File: config.mk
export PLATFORM = sky130hd
export DESIGN_NAME = pulse_catcher
export DESIGN_NICKNAME = d
export VERILOG_FILES = /design/src/rtl/pulse_catcher_pkg.sv /design/src/rtl/pc_sampler.sv /design/src/rtl/pc_edge_fsm.sv /design/src/rtl/pc_flag_fsm.sv /design/src/rtl/pulse_catcher.sv
export SDC_FILE = /design/constraint.sdc
export NUM_CORES = 1
export LEC_CHECK = 0
export CORE_AREA = 8 8 45 47
export DETAILED_ROUTE_END_ITERATION = 12
export DIE_AREA = 0 0 53 55
export GPL_ROUTABILITY_DRIVEN = 0
export PLACE_DENSITY = 0.3
export SLEW_MARGIN = 0
export SYNTH_ARGS = -nofsm -noshare
export SYNTH_HDL_FRONTEND = slang
export SYNTH_SLANG_ARGS = --single-unit
File: constraint.sdc
create_clock -name clk -period 0.8 [get_ports clk]
set_input_delay 0.24 -clock clk [delete_from_list [all_inputs] [get_ports clk]]
set_output_delay 0.24 -clock clk [all_outputs]
set_load 0.01 [all_outputs]
File: src/rtl/pulse_catcher_pkg.sv
package pulse_catcher_pkg;

    // Remembered level of the sampled pulse input
    typedef enum logic {
        LVL_LOW  = 1'b0,
        LVL_HIGH = 1'b1
    } level_state_t;

    // Caught-flag machine
    typedef enum logic {
        FLAG_IDLE = 1'b0,
        FLAG_HELD = 1'b1
    } flag_state_t;

endpackage

File: src/rtl/pc_sampler.sv
module pc_sampler #(
    parameter int DEPTH = 2
) (
    input  logic clk,
    input  logic rst_n,
    input  logic level_i,
    output logic sampled_o
);

    localparam int LAST = DEPTH - 1;

    logic [LAST:0] stage_q;

    generate
        if (DEPTH == 1) begin : g_single
            always_ff @(posedge clk) begin
                if (!rst_n) begin
                    stage_q <= '0;
                end else begin
                    stage_q <= level_i;
                end
            end
        end else begin : g_chain
            always_ff @(posedge clk) begin
                if (!rst_n) begin
                    stage_q <= '0;
                end else begin
                    stage_q <= {stage_q[LAST-1:0], level_i};
                end
            end
        end
    endgenerate

    assign sampled_o = stage_q[LAST];

endmodule

File: src/rtl/pc_edge_fsm.sv
module pc_edge_fsm
    import pulse_catcher_pkg::*;
(
    input  logic clk,
    input  logic rst_n,
    input  logic sampled_i,
    output logic rise_o
);

    level_state_t state_q, state_d;

    // State register
    always_ff @(posedge clk) begin
        if (!rst_n) begin
            state_q <= LVL_LOW;
        end else begin
            state_q <= state_d;
        end
    end

    // Next state and rise output
    always_comb begin
        state_d = state_q;
        rise_o  = 1'b0;
        unique case (state_q)
            LVL_LOW: begin
                if (sampled_i) begin
                    rise_o  = 1'b1;
                    state_d = LVL_HIGH;
                end
            end
            LVL_HIGH: begin
                if (!sampled_i) begin
                    state_d = LVL_LOW;
                end
            end
            default: state_d = LVL_LOW;
        endcase
    end

    // a rise lasts exactly one cycle
    p_rise_one_cycle_r8: assert property (@(posedge clk) disable iff (!rst_n)
        rise_o |=> !rise_o)
        else $error("p_rise_one_cycle_r8");

    // a level that stays high gives no second rise
    p_no_rise_when_held_r6: assert property (@(posedge clk) disable iff (!rst_n)
        sampled_i |=> (sampled_i -> !rise_o))
        else $error("p_no_rise_when_held_r6");

endmodule

File: src/rtl/pc_flag_fsm.sv
module pc_flag_fsm
    import pulse_catcher_pkg::*;
(
    input  logic clk,
    input  logic rst_n,
    input  logic rise_i,
    input  logic clear_i,
    output logic flag_o
);

    flag_state_t state_q, state_d;

    // Next flag = forcing (rise, no clear) OR holding (no clear) AND flag
    always_comb begin
        state_d = state_q;
        unique case (state_q)
            FLAG_IDLE: begin
                if (rise_i && !clear_i) begin
                    state_d = FLAG_HELD;      // arm
                end
            end
            FLAG_HELD: begin
                if (clear_i) begin
                    state_d = FLAG_IDLE;      // drop
                end
            end
            default: state_d = FLAG_IDLE;
        endcase
    end

    // State register
    always_ff @(posedge clk) begin
        if (!rst_n) begin
            state_q <= FLAG_IDLE;
        end else begin
            state_q <= state_d;
        end
    end

    // Output process
    always_comb begin
        flag_o = (state_q == FLAG_HELD);
    end

    p_reset_clears_r1: assert property (@(posedge clk)
        !rst_n |=> !flag_o)
        else $error("p_reset_clears_r1");

    p_rise_sets_r2: assert property (@(posedge clk) disable iff (!rst_n)
        (rise_i && !clear_i) |=> flag_o)
        else $error("p_rise_sets_r2");

    p_hold_r3: assert property (@(posedge clk) disable iff (!rst_n)
        (flag_o && !clear_i) |=> flag_o)
        else $error("p_hold_r3");

    // clear dominates any rise on the same edge
    p_clear_wins_r4: assert property (@(posedge clk) disable iff (!rst_n)
        clear_i |=> !flag_o)
        else $error("p_clear_wins_r4");

    p_no_spurious_r7: assert property (@(posedge clk) disable iff (!rst_n)
        (!flag_o && !rise_i) |=> !flag_o)
        else $error("p_no_spurious_r7");

endmodule

File: src/rtl/pulse_catcher.sv
module pulse_catcher #(
    parameter int SYNC_DEPTH = 2
) (
    input  logic clk,
    input  logic rst_n,
    input  logic pulse_in,
    input  logic clear_in,
    output logic catch_out
);

    logic sampled;
    logic rise;

    pc_sampler #(
        .DEPTH (SYNC_DEPTH)
    ) u_sampler (
        .clk       (clk),
        .rst_n     (rst_n),
        .level_i   (pulse_in),
        .sampled_o (sampled)
    );

    pc_edge_fsm u_edge (
        .clk       (clk),
        .rst_n     (rst_n),
        .sampled_i (sampled),
        .rise_o    (rise)
    );

    pc_flag_fsm u_flag (
        .clk     (clk),
        .rst_n   (rst_n),
        .rise_i  (rise),
        .clear_i (clear_in),
        .flag_o  (catch_out)
    );

    // at the ports: without a pulse change the flag cannot rise
    p_port_quiet_r7: assert property (@(posedge clk) disable iff (!rst_n)
        (!catch_out && !pulse_in && !sampled) |=> !catch_out)
        else $error("p_port_quiet_r7");

endmodule

Word-level counts from Yosys, hierarchy flattened
Index checks and enable logic that the tools add are counted.
{ "totals": {"inputBits": 4, "word_cells": 11, "out_inout_bits": 1, "ff_bits": 4} }
{ "classes": {"n_reduce_logical": 2, "n_bitwise": 1, "mux": 5} }
{ "ops": {"columns": ["cell", "count"], "rows": [
  ["1-bit 2-to-1 mux", 4],
  ["1-bit one-hot mux with 2 select lines", 1],
  ["1-bit logical AND", 1],
  ["1-bit zero test", 1],
  ["1-bit NOT", 1]
]} }

Longest topological paths before layout
{ "logic_depth": {"depth_word": 5, "mapped_depth": 2} }

Cells and area by module
From an unflattened synthesis, not the netlist that was laid out.
{ "unflattened": {"cells_unflattened": 10, "hier_area_um2": 128.9} }
{ "modules_own_cells": {"columns": ["mod", "cells_each", "area_each_um2", "n_inst"], "rows": [
  ["pc_sampler", 4, 52.6, 1],
  ["pc_edge_fsm", 3, 40.0, 1],
  ["pc_flag_fsm", 3, 36.3, 1]
]} }

Worst setup path after synthesis
Ideal clock, no wire load.
{ "synth_timing": {"path_type": "register to register", "start": "reg u_sampler.stage_q[1]", "end": "reg u_flag.state_q (netlist: u_flag.flag_o)", "path_buffers": 0, "t_arrival_ns": 0.574, "synth_period_minus_slack_ns": 0.690, "stages_incl_launch_ff": 3, "setup_slack_ns": 0.110, "path_cell_list": "dfxtp_1 nor2b_1 o211a_1"} }
{ "synth_between": {"elab_chain_len": 5} }
{ "synth_lines": {"columns": ["element", "line_no", "rtl"], "rows": [
  ["from (decl)", "pc_sampler.sv:12", "logic [LAST:0] stage_q;"],
  ["from (signal assigned)", "pc_sampler.sv:28", "stage_q <= {stage_q[LAST-1:0], level_i};"],
  ["1-bit 2-to-1 mux", "pc_edge_fsm.sv:27", "if (sampled_i) begin"],
  ["1-bit 2-to-1 mux", "pc_edge_fsm.sv:25", "unique case (state_q)"],
  ["1-bit logical AND", "pc_flag_fsm.sv:18", "if (rise_i && !clear_i) begin"],
  ["1-bit 2-to-1 mux", "pc_flag_fsm.sv:18", null],
  ["1-bit one-hot mux with 2 select lines", "pc_flag_fsm.sv:16", "unique case (state_q)"],
  ["to (signal assigned)", "pc_flag_fsm.sv:36", "state_q <= state_d;"],
  ["to (decl)", "pc_flag_fsm.sv:11", "flag_state_t state_q, state_d;"]
]} }
No other way between the ends.
A chain may end at the register's enable or synchronous reset.

Worst setup path in the final report
{ "layout_timing": {"start": "reg u_flag.state_q (netlist: u_flag.flag_o)", "end": "out catch_out"} }
{ "layout_rtl": {"columns": ["element", "line_no", "rtl"], "rows": [
  ["to (decl)", "pulse_catcher.sv:8", "output logic catch_out"]
]} }
No word-level cell between the ends.

==> results.tsv <==
metric	value	unit
CTS Hold Bufs	0	
relative slew slack	91.9	%
crit path time final	902	ps
design area	205	um^2
IO Port Bufs	4	
Crit Path Max Fanout	2	
Area Overhead vs Synth	70.8	%
Ports	5	
clock transition at the registers of the reported paths	40	ps
Mapped Avg Cell Area	12.0	um^2
post-synthesis instance total	10	
CP bufs+invs	1	
Reg2Reg Depth	2	
Slew @ Worst Pin	121	ps
Cell Count Post-Placement	30	
CTS buffer count	3	
Lkg Pwr	0.0976	nW
layout cells sized above 1	35.3	%
H-Tree Depth	1	
chip width	53	um
Worst setup SP type	register	
nets	23	
failing checks	negative setup slack	
most frequent cells in the layout	clkbuf_4, clkdlybuf4s50_1, dfxtp_1	
hold endpoint	u_sampler.stage_q[1]	
critical path class	reg -> out	
Peak supply drop	1.07	mV
die height	55	um
Total Power	0.487	mW
vias per cell	2.67	
core area	1380	um^2
WP data arrival	660	ps
Starting DRT DRC Count	3	
Worst R2R Start	u_sampler.stage_q[1]	
power density over the cells	2370	nW/um^2
Pins Over Slew Limit	0	
Tot GR Track Use	2.52	%
synth warn	0	
outcome	finished, violations left	
Final WS setup	-102	ps
drt pass-1 iters	2	
TNS Setup	-102	ps
routed length per placed instance	6.70	um
vias in the first global route	95	
Initial Util	8.68	%
endpoints failing hold	0	
Synth Register Bits	4	
largest net degree at the start of global routing	5	
Non-Filler Instances	33	
WHS	428	ps
worst hold-check path type	reg -> reg	
Clock Latency Late Sink	230	ps
ant diodes	0	
cell area after placement	180	um^2
sequential share of the synthesized area	66.7	%
routed via count	88	
total grt overflow	0	
Critical Path Max Stage Delay	320	ps
CTS Buffer Depth	2	
Worst setup EP type	output port	
Hold Path Depth	1	
Mapped Area	120	um^2
Reg-to-Reg End	u_flag.flag_o	
Detail Route Antenna Nets	0	
CP delay by family, top	flip-flops	
drt drc	0	
initial antenna violation count	0	
Sink Count	4	
Fmax	1.11	GHz
Post-Route WL	221	um
Fin Clk Skew	1.81	ps
FF-to-FF setup slack	90	ps
CP Data Required Time	560	ps
Root Buffer	clkbuf_4	
setup violators final	1	
Unique masters post-synth	6	
RSZ-0062 raised after global routing	yes	
Synth Net Count	14	
final worst-path cycle share	113	%
FP Rows	14	
CP max stage cell	dfxtp_2	
CP Cell Sequence	buf_6	
CTS tree	yes	
hold wc startpoint	u_sampler.stage_q[0]	
first-pass GRT wire length	379	um
maxcap violations	0	
Die ar.	2920	um^2
crit path from	u_flag.flag_o	
==> how the worst max path moves through the flow <==
stage,endpoint,slack (ps),depth (start not counted)
2_1_floorplan,u_flag.flag_o,110,2
4_1_cts,catch_out,-110,1
5_1_grt,catch_out,-140,1
3_3_place_gp,catch_out,-280,1
6_report,catch_out,-100,1
3_5_place_dp,catch_out,-290,1
==> synthesized netlist by cell type (all sizes together) <==
cell   instances  area share [%]
nor2b          1             5.2
inv            1             3.1
dfxtp          4              67
and2           3              17
o211a          1             8.3
==> power breakdown <==
part / switching (mW) / internal (mW) / leakage, nW
Sequential: 0.00214 / 0.208 / 0.0333
Combinational: 0.00631 / 0.0198 / 0.0505
Clock: 0.0832 / 0.168 / 0.0138
==> layout make-up <==
| type | count | area (um^2) |
|---|---|---|
| inverters | 1 | 3.75 |
| repair buffers | 4 | 41.3 |
| well taps | 16 | 20.0 |
| flip-flops and latches | 4 | 81.3 |
| multi-input cells | 5 | 36.3 |
| fillers | 152 | 1180 |
| clock buffers | 3 | 22.5 |
==> kinds of logic (layout without fill, tap and decap cells) <==
group           Yosys count  after routing  share of synthesized area (%)
simple gates              4              4                           21.9
compound gates            1              1                           8.33
buf+inv                   1              8                           3.12
flops                     4              4                           66.7
==> timing repair <==
| item | 4_1_cts | 5_1_grt |
|---|---|---|
| endpoints found under the setup margin | 1 | 1 |
| gates resized for setup | 6 | 0 |
| buffers inserted | 0 | 0 |
| hold endpoints to repair | 0 | 0 |
| pin swaps | 0 | 0 |
==> registers in the layout (all words and copies together), names as in the netlist <==
name / count
u_edge.state_q: 1
u_flag.flag_o: 1
u_sampler.stage_q: 2
==> stage by stage <==
step | setup WS [ps] | utilization [%]
after floorplan | 110 | -
after global placement | -281 | 13.0
after detailed placement | -294 | 13.0
after CTS | -115 | 14.8
after global routing | -135 | 14.8
final | -102 | 14.8
==> layer usage <==
layer	share of wire (%)	track usage, %
met5	0	0
met4	0	1.29
met3	38	6.15
met2	22	1.56
met1	39	1.83
Power figures use the tool's default switching activity.
